**src/rtl/owc_rom_pkg.sv**
```systemverilog
package owc_rom_pkg;

  localparam int FAM_W  = 8;
  localparam int SER_W  = 48;
  localparam int CRC_W  = 8;
  localparam int BODY_W = FAM_W + SER_W;
  localparam int ID_W   = BODY_W + CRC_W;
  localparam int CMD_W  = 8;

  localparam logic [7:0] OP_READ    = 8'h33;
  localparam logic [7:0] OP_MATCH   = 8'h55;
  localparam logic [7:0] OP_SEARCH  = 8'hF0;
  localparam logic [7:0] OP_SKIP    = 8'hCC;
  localparam logic [7:0] OP_RESUME  = 8'hA5;
  localparam logic [7:0] OP_OD_SKIP = 8'h3C;
  localparam logic [7:0] OP_OD_MAT  = 8'h69;

  typedef enum logic [2:0] {
    ST_CMD, ST_MATCH, ST_READ, ST_SRCH_ID, ST_SRCH_CMP, ST_SRCH_DIR, ST_SEL, ST_IDLE
  } rom_state_e;

  typedef enum logic [2:0] {
    ACT_READ, ACT_MATCH, ACT_SEARCH, ACT_SKIP, ACT_RESUME, ACT_NONE
  } rom_act_e;

  typedef struct packed {
    rom_act_e act;
    logic     od_set;
  } cmd_dec_t;

  // one serial CRC-8 step, taps of x^8+x^5+x^4+1 in reflected form
  function automatic logic [7:0] crc8_step(input logic [7:0] c, input logic b);
    logic       fb;
    logic [7:0] n;
    fb   = c[0] ^ b;
    n    = {fb, c[7:1]};
    n[3] = n[3] ^ fb;
    n[2] = n[2] ^ fb;
    return n;
  endfunction

  function automatic logic [CRC_W-1:0] crc8_over(input logic [BODY_W-1:0] d);
    logic [7:0] c;
    c = '0;
    for (int i = 0; i < BODY_W; i++) c = crc8_step(c, d[i]);
    return c;
  endfunction

endpackage

```
**src/rtl/owc_id_store.sv**
```systemverilog
module owc_id_store
  import owc_rom_pkg::*;
#(
  parameter logic [FAM_W-1:0] FAMILY = 8'h02,
  parameter logic [SER_W-1:0] SERIAL = 48'h0000_0001_B81C,
  parameter int               IDX_W  = $clog2(ID_W)
) (
  input  logic [IDX_W-1:0] idx,
  output logic             id_bit
);
  localparam logic [BODY_W-1:0] BODY = {SERIAL, FAMILY};
  localparam logic [CRC_W-1:0]  CRC  = crc8_over(BODY);
  localparam logic [ID_W-1:0]   IDV  = {CRC, BODY};

  assign id_bit = IDV[idx];
endmodule

```
**src/rtl/owc_cmd_decode.sv**
```systemverilog
module owc_cmd_decode
  import owc_rom_pkg::*;
(
  input  logic [CMD_W-1:0] code,
  output cmd_dec_t         dec
);
  always_comb begin
    dec.od_set = 1'b0;
    unique case (code)
      OP_READ:    dec.act = ACT_READ;
      OP_MATCH:   dec.act = ACT_MATCH;
      OP_SEARCH:  dec.act = ACT_SEARCH;
      OP_SKIP:    dec.act = ACT_SKIP;
      OP_RESUME:  dec.act = ACT_RESUME;
      OP_OD_SKIP: begin dec.act = ACT_SKIP;  dec.od_set = 1'b1; end
      OP_OD_MAT:  begin dec.act = ACT_MATCH; dec.od_set = 1'b1; end
      default:    dec.act = ACT_NONE;
    endcase
  end
endmodule

```
**src/rtl/owc_bit_counter.sv**
```systemverilog
module owc_bit_counter #(
  parameter int LIMIT = 64,
  parameter int CW    = $clog2(LIMIT)
) (
  input  logic          clk,
  input  logic          rst_n,
  input  logic          clr,
  input  logic          inc,
  output logic [CW-1:0] value
);
  always_ff @(posedge clk or negedge rst_n) begin
    if (!rst_n)   value <= '0;
    else if (clr) value <= '0;
    else if (inc) value <= value + 1'b1;
  end
endmodule

```
**src/rtl/owc_rom_layer.sv**
```systemverilog
module owc_rom_layer
  import owc_rom_pkg::*;
#(
  parameter logic [FAM_W-1:0] FAMILY = 8'h02,
  parameter logic [SER_W-1:0] SERIAL = 48'h0000_0001_B81C
) (
  input  logic clk,
  input  logic rst_n,
  input  logic bus_reset,
  input  logic reset_long,
  input  logic rx_valid,
  input  logic rx_bit,
  input  logic tx_req,
  output logic tx_bit,
  output logic od_speed,
  output logic selected
);
  localparam int CW = $clog2(ID_W);
  localparam logic [CW-1:0] ID_LAST  = CW'(ID_W - 1);
  localparam logic [CW-1:0] CMD_LAST = CW'(CMD_W - 1);

  rom_state_e       state;
  logic [CW-1:0]    cnt;
  logic [CMD_W-2:0] sh;
  logic             resume_flag;
  logic             id_bit;
  cmd_dec_t         dec;

  // named events for the checker
  logic             cmd_done, bit_ok, match_miss, match_win, search_drop, tx_active, cnt_inc;
  logic [CMD_W-1:0] cmd_byte;

  assign cmd_byte    = {rx_bit, sh};
  assign cmd_done    = (state == ST_CMD) && rx_valid && (cnt == CMD_LAST);
  assign bit_ok      = (rx_bit == id_bit);
  assign match_miss  = (state == ST_MATCH) && rx_valid && !bit_ok;
  assign match_win   = (state == ST_MATCH) && rx_valid && bit_ok && (cnt == ID_LAST);
  assign search_drop = (state == ST_SRCH_DIR) && rx_valid && !bit_ok;
  assign tx_active   = (state == ST_READ) || (state == ST_SRCH_ID) || (state == ST_SRCH_CMP);

  assign cnt_inc = ((state == ST_CMD)      && rx_valid && !cmd_done) ||
                   ((state == ST_MATCH)    && rx_valid) ||
                   ((state == ST_READ)     && tx_req) ||
                   ((state == ST_SRCH_DIR) && rx_valid);

  owc_id_store #(.FAMILY(FAMILY), .SERIAL(SERIAL), .IDX_W(CW)) u_id (
    .idx(cnt), .id_bit(id_bit)
  );

  owc_cmd_decode u_dec (.code(cmd_byte), .dec(dec));

  owc_bit_counter #(.LIMIT(ID_W), .CW(CW)) u_cnt (
    .clk(clk), .rst_n(rst_n), .clr(bus_reset || cmd_done), .inc(cnt_inc), .value(cnt)
  );

  always_ff @(posedge clk or negedge rst_n) begin
    if (!rst_n) begin
      state       <= ST_IDLE;
      sh          <= '0;
      od_speed    <= 1'b0;
      resume_flag <= 1'b0;
    end else if (bus_reset) begin
      state <= ST_CMD;
      if (reset_long) od_speed <= 1'b0;
    end else begin
      unique case (state)
        ST_CMD: if (rx_valid) begin
          sh <= {rx_bit, sh[CMD_W-2:1]};
          if (cmd_done) begin
            if (dec.od_set) od_speed <= 1'b1;
            if (dec.act != ACT_RESUME) resume_flag <= 1'b0;
            unique case (dec.act)
              ACT_READ:   state <= ST_READ;
              ACT_MATCH:  state <= ST_MATCH;
              ACT_SEARCH: state <= ST_SRCH_ID;
              ACT_SKIP:   state <= ST_SEL;
              ACT_RESUME: state <= resume_flag ? ST_SEL : ST_IDLE;
              default:    state <= ST_IDLE;
            endcase
          end
        end
        ST_MATCH: if (rx_valid) begin
          if (!bit_ok) begin
            state       <= ST_IDLE;
            resume_flag <= 1'b0;
          end else if (cnt == ID_LAST) begin
            state       <= ST_SEL;
            resume_flag <= 1'b1;
          end
        end
        ST_READ:     if (tx_req && cnt == ID_LAST) state <= ST_SEL;
        ST_SRCH_ID:  if (tx_req) state <= ST_SRCH_CMP;
        ST_SRCH_CMP: if (tx_req) state <= ST_SRCH_DIR;
        ST_SRCH_DIR: if (rx_valid) begin
          if (!bit_ok)             state <= ST_IDLE;
          else if (cnt == ID_LAST) state <= ST_SEL;
          else                     state <= ST_SRCH_ID;
        end
        default: ;
      endcase
    end
  end

  always_comb begin
    unique case (state)
      ST_READ, ST_SRCH_ID: tx_bit = id_bit;
      ST_SRCH_CMP:         tx_bit = ~id_bit;
      default:             tx_bit = 1'b1;
    endcase
  end

  assign selected = (state == ST_SEL);
endmodule


```
**config.mk**
```make
export PLATFORM = sky130hd
export DESIGN_NAME = owc_rom_layer
export DESIGN_NICKNAME = d
export VERILOG_FILES = /design/src/rtl/owc_rom_pkg.sv /design/src/rtl/owc_id_store.sv /design/src/rtl/owc_cmd_decode.sv /design/src/rtl/owc_bit_counter.sv /design/src/rtl/owc_rom_layer.sv
export SDC_FILE = /design/constraint.sdc
export NUM_CORES = 1
export LEC_CHECK = 0
export CAP_MARGIN = 0
export CORE_MARGIN = 1.5
export CORE_UTILIZATION = 49
export CTS_CLUSTER_DIAMETER = 100
export CTS_CLUSTER_SIZE = 28
export DETAILED_ROUTE_END_ITERATION = 8
export PLACE_DENSITY = 0.69
export SYNTH_ARGS = -nofsm -noshare
export SYNTH_HDL_FRONTEND = slang
export SYNTH_HIERARCHICAL = 1
export SYNTH_SLANG_ARGS = --single-unit
```
**constraint.sdc**
```tcl
create_clock -name clk -period 3.7 [get_ports clk]
set_input_delay 0.555 -clock clk [delete_from_list [all_inputs] [get_ports clk]]
set_output_delay 0.555 -clock clk [all_outputs]
set_load 0.005 [all_outputs]
```
==> out/qor.yml, run 1 <==
drtAntennaViolNets: 0
drt_iter0_markers: 24
initial_core_util_pct: 52.7
relSlewSlack_pct: 44.4
die_h_um: 55.1
finalClockSkew_ns: 0.00380
cts_sinks: 18
grt_overflow: 0
cts_hold_buf: 0
coreArea_mm2: 0.00252
synth_cells: 141
required_ns: 3.14
critPathKind: "reg2out"
dpl.hpwl_mm: 2.03
async_flop_share_pct: 100
final_design_area_no_fill_mm2: 0.00147
mostFrequentLayoutCell: "dfrtp_1"
drive_gt1_share_pct: 13.4
cts_buffer_depth: 2
cts_tree: "built"
cts_setup_buffers: 0
crit_path_start_kind: "flop"
max_freq_ghz: 0.348
synth_edf_count: 0
ys_ff_latch: 18
drtPass1Iterations: 4
vias_per_cell: 6.19
worst_pin_slew_ns: 0.831
period_needed_ns: 2.87
rows: 18
routed_wl_mm: 2.77
p_leak_nw: 0.558
rsz0062_at_grt: "no"
pre_cts_ws_ns: 0.729
place_congestion: 0.865
dieWidth_um: 55.1
die_area_mm2: 0.00304
drc: 0
cp.arrival_ns: 2.32
vias: 1108
diodes: 0
comb_power_share_pct: 43.9
crit_fanout: 8
setup_viol: 0
wl_met1_mm: 1.33
clockPowerShare_pct: 13.4
cts_buffers: 3
vdd_drop_max_mv: 0.380
seq_area_frac_synth_pct: 34.1
finalCritPeriodShare_pct: 77.6
grtUsageTotal_pct: 21.2
hp-class: "reg2reg"
dr_wl_met3_um: 119
outcome: "finished clean"
fin_ws_ns: 0.828
post_drt_wl_per_cell_um: 15.5
drv_slew: 0
power.switching_w: 0.000399
ctsResizeCount: 0
fin_setup_tns_ns: 0
synth_fp_nets: 149
syn2layout_area_growth_pct: 10.7
cts_root_buf: "clkbuf_4"
final_util_pct: 58.4
wl_met2_mm: 1.28
p_sw_share_pct: 42.7
io_pins: 10
layout.nets: 158
placed_area_mm2: 0.00144
grt_max_degree: 19
seqPwrFrac_pct: 42.7
drv_cap: 0
end_kind: "primary output"
synthFlopType: "dfrtp_1"
clock_insertion_delay_worst_skew_ns: 0.30
most-common-layout-cells: "dfrtp_1, nor2_1, a21oi_1, clkdlybuf4s50_1"
finalHoldViolations: 0
top_layer_used: "met4"
avgSynthCellArea_um2: 9.43
htreeDepth: 1
ys_warn_count: 6
yosysUniqueCellTypes: 51
io_buffers: 9
syn_area_mm2: 0.00133
p_int_w: 0.000536
path_clk_slew_ns: 0.11
pwr_density_cell_mw_per_mm2: 635
first_global_vias: 947
antenna_found_initial: 0
grt_first_pass_wirelength_mm: 4.40
metal layers:
| layer | vias up | track usage (%) |
|---|---|---|
| met4 | 0 | 8.54 |
| li1 | 547 | - |
| met5 | - | 0 |
| met1 | 536 | 29.0 |
| met2 | 21 | 33.5 |
| met3 | 4 | 3.49 |
worst max-delay path, stage by stage (launching register included):
cell and delay [ns]:
dfrtp_1 0.50, nor2_1 0.20, nand2_1 0.09, a2111oi_2 0.31, a311o_2 0.23, nor2_1 0.06
a21oi_1 0.12, clkdlybuf4s50_1 0.51
path summary, 6_finish.rpt:
check / from / end / slack, ns / cells after the start
min reg2reg: resume_flag / resume_flag / 0.51 / 1
max in group asynchronous: rst_n / sh[2] / 2.47 / 1
min in group asynchronous: rst_n / u_cnt/value[0] / 0.72 / 1
min: resume_flag / resume_flag / 0.51 / 1
max reg2reg: u_cnt/value[2] / resume_flag / 0.98 / 9
max: u_cnt/value[2] / tx_bit / 0.83 / 7
synthesized netlist by cell type (2+ instances only):
cell | count | area [um2]
nand3b_1 | 3 | 22.5
nand2b_1 | 2 | 12.5
o22ai_1 | 2 | 12.5
a31o_1 | 2 | 17.5
clkbuf_1 | 3 | 11.3
nand2_1 | 8 | 30.0
and4bb_1 | 2 | 25.0
a21oi_1 | 9 | 45.0
a41oi_1 | 2 | 17.5
nor4b_1 | 2 | 17.5
mux2i_1 | 5 | 50.1
xor2_1 | 4 | 35.0
nand3_1 | 4 | 20.0
dfstp_2 | 3 | 78.8
buf_2 | 2 | 10.0
nor2_1 | 14 | 52.6
mux2_1 | 8 | 90.1
inv_1 | 5 | 18.8
o21ai_0 | 3 | 15.0
nor3_1 | 4 | 20.0
nor2b_1 | 4 | 25.0
nand4_1 | 5 | 31.3
dfrtp_1 | 15 | 375
xnor2_1 | 3 | 26.3
through the flow:
step | hold WS (ns) | std cells | total power (W)
after global routing | 0.537 | 179 | 0.000999
after floorplan | 0.259 | 141 | 0.000705
after global placement | 0.486 | 175 | 0.000797
after CTS | 0.521 | 179 | 0.000935
after detailed placement | 0.497 | 175 | 0.000808
final | 0.511 | 179 | 0.000935
area by class of cell:
| type | count | area (um2) |
|---|---|---|
| fillers | 228 | 1050 |
| clock buffers | 4 | 36.3 |
| multi-input cells | 111 | 828 |
| well taps | 30 | 37.5 |
| inverters | 7 | 26.3 |
| repair buffers | 9 | 90.1 |
| flip-flops and latches | 18 | 454 |
state kept, by name, indices dropped and copies added (netlist names):
register     count
od_speed         1
resume_flag      1
sh               7
state            3
u_cnt/value      6
logic make-up after synthesis:
logic type	Yosys count	synth area share, %
mux	13	10.5
flops	18	34.1
buf+inv	12	3.57
compound gates	36	22.5
xor+xnor	7	4.61
fa+ha+maj	1	0.941
simple gates	54	23.7
power groups by stage:
stage | Clock [W] | Combinational, W | Sequential (W)
after floorplan | 0 | 0.000370 | 0.000335
after global placement | 0 | 0.000398 | 0.000398
after detailed placement | 0 | 0.000407 | 0.000401
after CTS | 0.000129 | 0.000409 | 0.000397
after global routing | 0.000133 | 0.000449 | 0.000417
final | 0.000125 | 0.000410 | 0.000400
(Power assumes the default switching activity.)
==> inputs of run 2 (changes only) <==
--- a/config.mk
+++ b/config.mk
@@ -11,7 +11,7 @@
 export CTS_CLUSTER_DIAMETER = 100
 export CTS_CLUSTER_SIZE = 28
 export DETAILED_ROUTE_END_ITERATION = 8
-export PLACE_DENSITY = 0.69
+export PLACE_DENSITY = 0.71
 export SYNTH_ARGS = -nofsm -noshare
 export SYNTH_HDL_FRONTEND = slang
 export SYNTH_HIERARCHICAL = 1
==> constraint.sdc (replaced) <==
create_clock -name clk -period 2.4 [get_ports clk]
set_input_delay 0.36 -clock clk [delete_from_list [all_inputs] [get_ports clk]]
set_output_delay 0.36 -clock clk [all_outputs]
set_load 0.005 [all_outputs]
==> out/qor.yml, run 2 (synthesized netlist as in run 1, its figures left out) <==
die_h_um: 55.1  # unchanged
antenna_found_initial: 0  # unchanged
rows: 18  # unchanged
critPathKind: "reg2reg"  # was reg2out
grt_first_pass_wirelength_mm: 5.02  # was 4.40 mm
cts_buffers: 3  # unchanged
p_int_w: 0.000949  # was 0.000536 W
fin_ws_ns: -0.0664  # was 0.828 ns
period_needed_ns: 2.47
top_register: "sh"  # unchanged
first_global_vias: 1179  # was 947
pwr_density_cell_mw_per_mm2: 953  # was 635 mW/mm2
most-common-layout-cells: "buf_4, nor2_1, dfrtp_1"  # was dfrtp_1, nor2_1, a21oi_1, clkdlybuf4s50_1
setup_viol: 2  # was 0
end_kind: "flop"  # was primary output
total_power_w: 0.00162  # was 0.000935 W
drt_iter0_markers: 20  # was 24
vias: 1217  # was 1108
coreArea_mm2: 0.00252  # unchanged
drtAntennaViolNets: 0  # unchanged
finalCritPeriodShare_pct: 103
drc: 0  # unchanged
die_area_mm2: 0.00304  # unchanged
path_clk_slew_ns: 0.11  # about the same
required_ns: 2.60  # was 3.14 ns
clockPowerShare_pct: 11.9  # was 13.4%
cts_buffer_depth: 2  # unchanged
cp.arrival_ns: 2.66  # was 2.32 ns
drive_gt1_share_pct: 29.2  # was 13.4%
worstReg2RegStart: "u_cnt/value[4]"  # was u_cnt/value[2]
power.switching_w: 0.000671  # was 0.000399 W
reg_top3: "sh x7, u_cnt/value x6, state x3"  # unchanged
mostFrequentLayoutCell: "buf_4"  # was dfrtp_1
dpl.hpwl_mm: 2.22  # was 2.03 mm
violations: "setup timing"
syn2layout_area_growth_pct: 27.8  # was 10.7%
vias_per_cell: 6.05  # was 6.19
finalHoldViolations: 0  # unchanged
initial_core_util_pct: 52.7  # unchanged
p_leak_nw: 0.681  # was 0.558 nW
routed_wl_mm: 3.19  # was 2.77 mm
htreeDepth: 1  # unchanged
grtUsageTotal_pct: 23.2  # was 21.2%
grt_max_degree: 19  # unchanged
finalClockSkew_ns: 0.00438  # was 0.00380 ns
comb_power_share_pct: 50.3  # was 43.9%
outcome: "finished with violations"  # was finished clean
r2r_end: "resume_flag"  # unchanged
relSlewSlack_pct: 70.9  # was 44.4%
crit_path_start_kind: "flop"  # unchanged
io_buffers: 9  # unchanged
worst_pin_slew_ns: 0.434  # was 0.831 ns
drv_slew: 0  # unchanged
rr_worst_depth: 10  # was 9
crit_fanout: 6  # was 8
place_congestion: 0.826  # was 0.865
rsz0062_at_grt: "yes"  # was no
vdd_drop_max_mv: 0.644  # was 0.380 mV
cts_root_buf: "clkbuf_4"  # unchanged
r2r_setup_slack_ns: -0.07  # was 0.98 ns
dieWidth_um: 55.1  # unchanged
io_pins: 10  # unchanged
dp.cells: 193  # was 175
cts_hold_buf: 0  # unchanged
diodes: 0  # unchanged
p_sw_share_pct: 41.4  # was 42.7%
hp-class: "in2async"  # was reg2reg
seqPwrFrac_pct: 37.9  # was 42.7%
cts_sinks: 18  # unchanged
cts_tree: "built"  # unchanged
largest_reg_flops: 7  # unchanged
layout.nets: 180  # was 158
pre_cts_ws_ns: -0.225  # was 0.729 ns
post_drt_wl_per_cell_um: 15.9  # was 15.5 um
drtPass1Iterations: 4  # unchanged
max_freq_ghz: 0.405
instances_no_fill: 201  # was 179
grt_overflow: 0  # unchanged
clock_insertion_delay_worst_skew_ns: 0.30  # about the same
drv_cap: 0  # unchanged
run 2: power groups by stage:
stage / clock network, W / logic [W] / registers (W)
6_report: 0.000193 / 0.000814 / 0.000613
3_3_place_gp: 0 / 0.000707 / 0.000601
2_1_floorplan: 0 / 0.000579 / 0.000517
4_1_cts: 0.000200 / 0.000761 / 0.000605
3_5_place_dp: 0 / 0.000731 / 0.000605
5_1_grt: 0.000213 / 0.000886 / 0.000630
run 2: worst max-delay path by stage:
stage,end,slack [ns],startpoint
after floorplan,resume_flag,0.03,u_cnt/value[2]
final,resume_flag,-0.07,u_cnt/value[4]
after detailed placement,resume_flag,-0.23,rx_bit
after CTS,resume_flag,-0.04,u_cnt/value[4]
after global placement,resume_flag,-0.16,rx_bit
after global routing,resume_flag,-0.14,u_cnt/value[4]
run 2: cell type report:
cell class,instances,area [um2]
well taps,30,37.5
inverters,7,26.3
repair buffers,31,258
clock buffers,4,36.3
multi-input cells,111,886
flip-flops and latches,18,457
fillers,207,822
run 2: worst max-delay path, stage by stage, from the launching register on:
cell	delay, ns
dfrtp_2	0.47
xnor2_1	0.17
o21a_1	0.19
a2111oi_4	0.04
a311o_2	0.41
buf_6	0.14
xnor2_4	0.15
nand3_2	0.10
o31a_4	0.30
nand4_1	0.09
mux2_4	0.30
run 2: timing repair:
action	4_1_cts	5_1_grt
resized for setup	6	10
setup endpoints to repair	2	5
pin swaps	5	4
endpoints found under the hold margin	0	0
buffers inserted	3	1
gates cloned	0	0
run 2: routing by layer:
layer / part of all wire, % / track usage (%) / wire, um
met5: 0 / 0 / 0
met4: 0.47 / 6.50 / 15
met3: 3.1 / 4.30 / 99
met2: 51 / 43.5 / 1630
met1: 45 / 26.7 / 1450
run 2: per-stage QoR:
step | setup TNS, ns | util (%) | area, um2 | hold slack [ns]
finish | -0.0785 | 67.4 | 1700 | 0.388
global placement | -0.258 | 62.6 | 1580 | 0.483
global route | -0.478 | 67.4 | 1700 | 0.417
floorplan | 0 | - | 1340 | 0.0644
detailed placement | -0.390 | 62.6 | 1580 | 0.483
CTS | -0.0394 | 65.7 | 1660 | 0.395
==> inputs of run 3 (changes only) <==
--- a/config.mk
+++ b/config.mk
@@ -14,5 +14,4 @@
 export PLACE_DENSITY = 0.71
 export SYNTH_ARGS = -nofsm -noshare
 export SYNTH_HDL_FRONTEND = slang
-export SYNTH_HIERARCHICAL = 1
 export SYNTH_SLANG_ARGS = --single-unit
==> out/qor.yml, run 3 <==
instances_no_fill: 197  # was 201
syn_area_mm2: 0.00139  # was 0.00133 mm2
synth_top_area_share_pct: 27.1  # was 28.2%
top_register: "sh"  # unchanged
die_area_mm2: 0.00316  # was 0.00304 mm2
synth_most_common_cell: "dfrtp_1"  # unchanged
rsz0062_at_grt: "no"  # was yes
grt_overflow: 0  # unchanged
syn2layout_area_growth_pct: 13.1  # was 27.8%
synth_edf_count: 0  # unchanged
path_clk_slew_ns: 0.10  # was 0.11 ns
yosysUniqueCellTypes: 51  # unchanged
dp.cells: 189  # was 193
worst_pin_slew_ns: 0.768  # was 0.434 ns
cts_tree: "built"  # unchanged
r2r_setup_slack_ns: 0.38  # was -0.07 ns
synth_fp_nets: 160  # was 149
ys_warn_count: 0  # was 6
layout.nets: 177  # was 180
ys_top_cells_by_count: "dfrtp_1, nor2_1, nand2_1"  # was dfrtp_1, nor2_1, a21oi_1
antenna_found_initial: 0  # unchanged
first_global_vias: 1111  # was 1179
max_freq_ghz: 0.453  # was 0.405 GHz
cts_buffers: 3  # unchanged
synthFlopType: "dfrtp_1"  # unchanged
drc: 0  # unchanged
initial_core_util_pct: 51.2  # was 52.7%
finalCritPeriodShare_pct: 92.0  # was 103%
drive_gt1_share_pct: 22.3  # was 29.2%
synth_cells: 150  # was 141
place_congestion: 0.866  # was 0.826
finalClockSkew_ns: 0.00905  # was 0.00438 ns
worstReg2RegStart: "u_cnt.value[0]"  # was u_cnt/value[4]
routed_wl_mm: 2.88  # was 3.19 mm
vias: 1216  # was 1217
drv_slew: 0  # unchanged
final_util_pct: 57.9  # was 67.4%
seq_area_frac_synth_pct: 32.7  # was 34.1%
p_leak_nw: 0.608  # was 0.681 nW
coreArea_mm2: 0.00271  # was 0.00252 mm2
drtAntennaViolNets: 0  # unchanged
post_drt_wl_per_cell_um: 14.6  # was 15.9 um
most-common-layout-cells: "nor2_1, nand2_1, dfrtp_1"  # was buf_4, nor2_1, dfrtp_1
crit_path_start_kind: "flop"  # unchanged
io_pins: 10  # unchanged
mostFrequentLayoutCell: "nor2_1"  # was buf_4
vias_per_cell: 6.17  # was 6.05
cp.arrival_ns: 1.85  # was 2.66 ns
worstPathCellList: "inv_1, ha_1, a31oi_1, o21ai_1, a21oi_2, buf_4, a21oi_1, dlygate4sd2_1"  # was xnor2_1, o21a_1, a2111oi_4, a311o_2, buf_6, xnor2_4, nand3_2, o31a_4, nand4_1, mux2_4
grt_first_pass_wirelength_mm: 5.04  # was 5.02 mm
outcome: "finished clean"  # was finished with violations
largest_reg_flops: 7  # unchanged
relSlewSlack_pct: 48.6  # was 70.9%
clock_insertion_delay_worst_skew_ns: 0.29  # was 0.30 ns
synth_top_area_cell: "dfrtp_1"  # unchanged
htreeDepth: 1  # unchanged
io_buffers: 9  # unchanged
slowest_stage: "dfrtp_2"  # unchanged
dieWidth_um: 56.2  # was 55.1 um
vdd_drop_max_mv: 0.663  # was 0.644 mV
drt_iter0_markers: 47  # was 20
critPathKind: "reg2out"  # was reg2reg
setup_viol: 0  # was 2
cpPeakStageDelay_ns: 0.41  # was 0.47 ns
required_ns: 2.04  # was 2.60 ns
drv_cap: 0  # unchanged
grtUsageTotal_pct: 19.8  # was 23.2%
cts_buffer_depth: 2  # unchanged
reg_top3: "sh x7, u_cnt.value x6, state x3"  # was sh x7, u_cnt/value x6, state x3
avgSynthCellArea_um2: 9.25  # was 9.43 um2
ys_ff_latch: 18  # unchanged
holdWs_ns: 0.501  # was 0.388 ns
cts_root_buf: "clkbuf_4"  # unchanged
die_h_um: 56.2  # was 55.1 um
fillCellCount: 235  # was 207
period_needed_ns: 2.21  # was 2.47 ns
hp-class: "reg2reg"  # was in2async
cts_sinks: 18  # unchanged
finalHoldViolations: 0  # unchanged
worst_hold_path.endpoint: "resume_flag"
async_flop_share_pct: 100  # unchanged
rows: 19  # was 18
grt_max_degree: 19  # unchanged
r2r_end: "state[0]"  # was resume_flag
fin_setup_tns_ns: 0  # was -0.0785 ns
end_kind: "primary output"  # was flop
rr_worst_depth: 8  # was 10
crit_fanout: 5  # was 6
hp-start: "resume_flag"
pwr_density_cell_mw_per_mm2: 559  # was 953 mW/mm2
diodes: 0  # unchanged
synthTopCellsByArea: "dfrtp_1, nor4bb_1, dfstp_2"  # was dfrtp_1, mux2_1, dfstp_2
dpl.hpwl_mm: 2.21  # was 2.22 mm
holdPathStages: 1
drtPass1Iterations: 4  # unchanged
[run 3: metal layers]
metal / wire length (um) / track usage, %
met1: 1290 / 26.5
met5: 0 / 0
met3: 158 / 4.65
met2: 1390 / 32.1
met4: 44 / 5.10
[run 3: worst max-delay path: cells and delay by family (launching register included)]
kind	cells	cell delay (ns)
flops	1	0.41
fa+ha+maj	1	0.20
compound gates	4	0.48
buf+inv	3	0.47
[run 3: worst max path at each step]
stage,from,slack (ns),end
6_report,u_cnt.value[0],0.19,tx_bit
3_5_place_dp,rx_bit,0.13,state[0]
3_3_place_gp,u_cnt.value[0],0.24,tx_bit
2_1_floorplan,u_cnt.value[0],0.51,state[2]
4_1_cts,u_cnt.value[0],0.18,tx_bit
5_1_grt,u_cnt.value[0],0.06,tx_bit
[run 3: stage by stage]
stage,worst slack [ns],cell area [um2],total power (W)
after CTS,0.176,1570,0.000885
after global routing,0.0580,1570,0.000935
after global placement,0.240,1500,0.000685
after detailed placement,0.125,1500,0.000694
after floorplan,0.510,1390,0.000614
final,0.192,1570,0.000878
[run 3: cells by family (layout without fill, tap and decap cells)]
logic type / count (synthesis) / count (layout) / share of synthesized area [%]
and+or+nand+nor: 58 / 58 / 24.0
adders and majority gates: 3 / 3 / 2.71
xor gates and xnor gates: 6 / 6 / 3.79
DFF: 18 / 18 / 32.7
AOI/OAI and AO/OA: 38 / 38 / 20.7
muxes: 13 / 13 / 10.4
buffers and inverters: 14 / 30 / 5.68
[run 3: final cells by class]
class	instances	area [um2]	area share (%)
Inverter	9	33.8	2.15
Sequential cell	18	457	29.1
Multi-Input combinational cell	118	855	54.5
Timing Repair Buffer	17	149	9.49
Tap cell	31	38.8	2.47
Clock buffer	4	36.3	2.31
[run 3: what timing repair did]
action / CTS / global route
endpoints found under the setup margin: 1 / 0
resized for setup: 4 / 0
hold buffers: 0 / 0
setup buffers: 4 / 0
[run 3: report_power, final]
group          total [W]  switching, W  internal, W
clock           0.000181     0.0000880    0.0000925
sequential      0.000461      0.000102     0.000359
combinational   0.000236     0.0000893     0.000147
total           0.000878      0.000279     0.000599
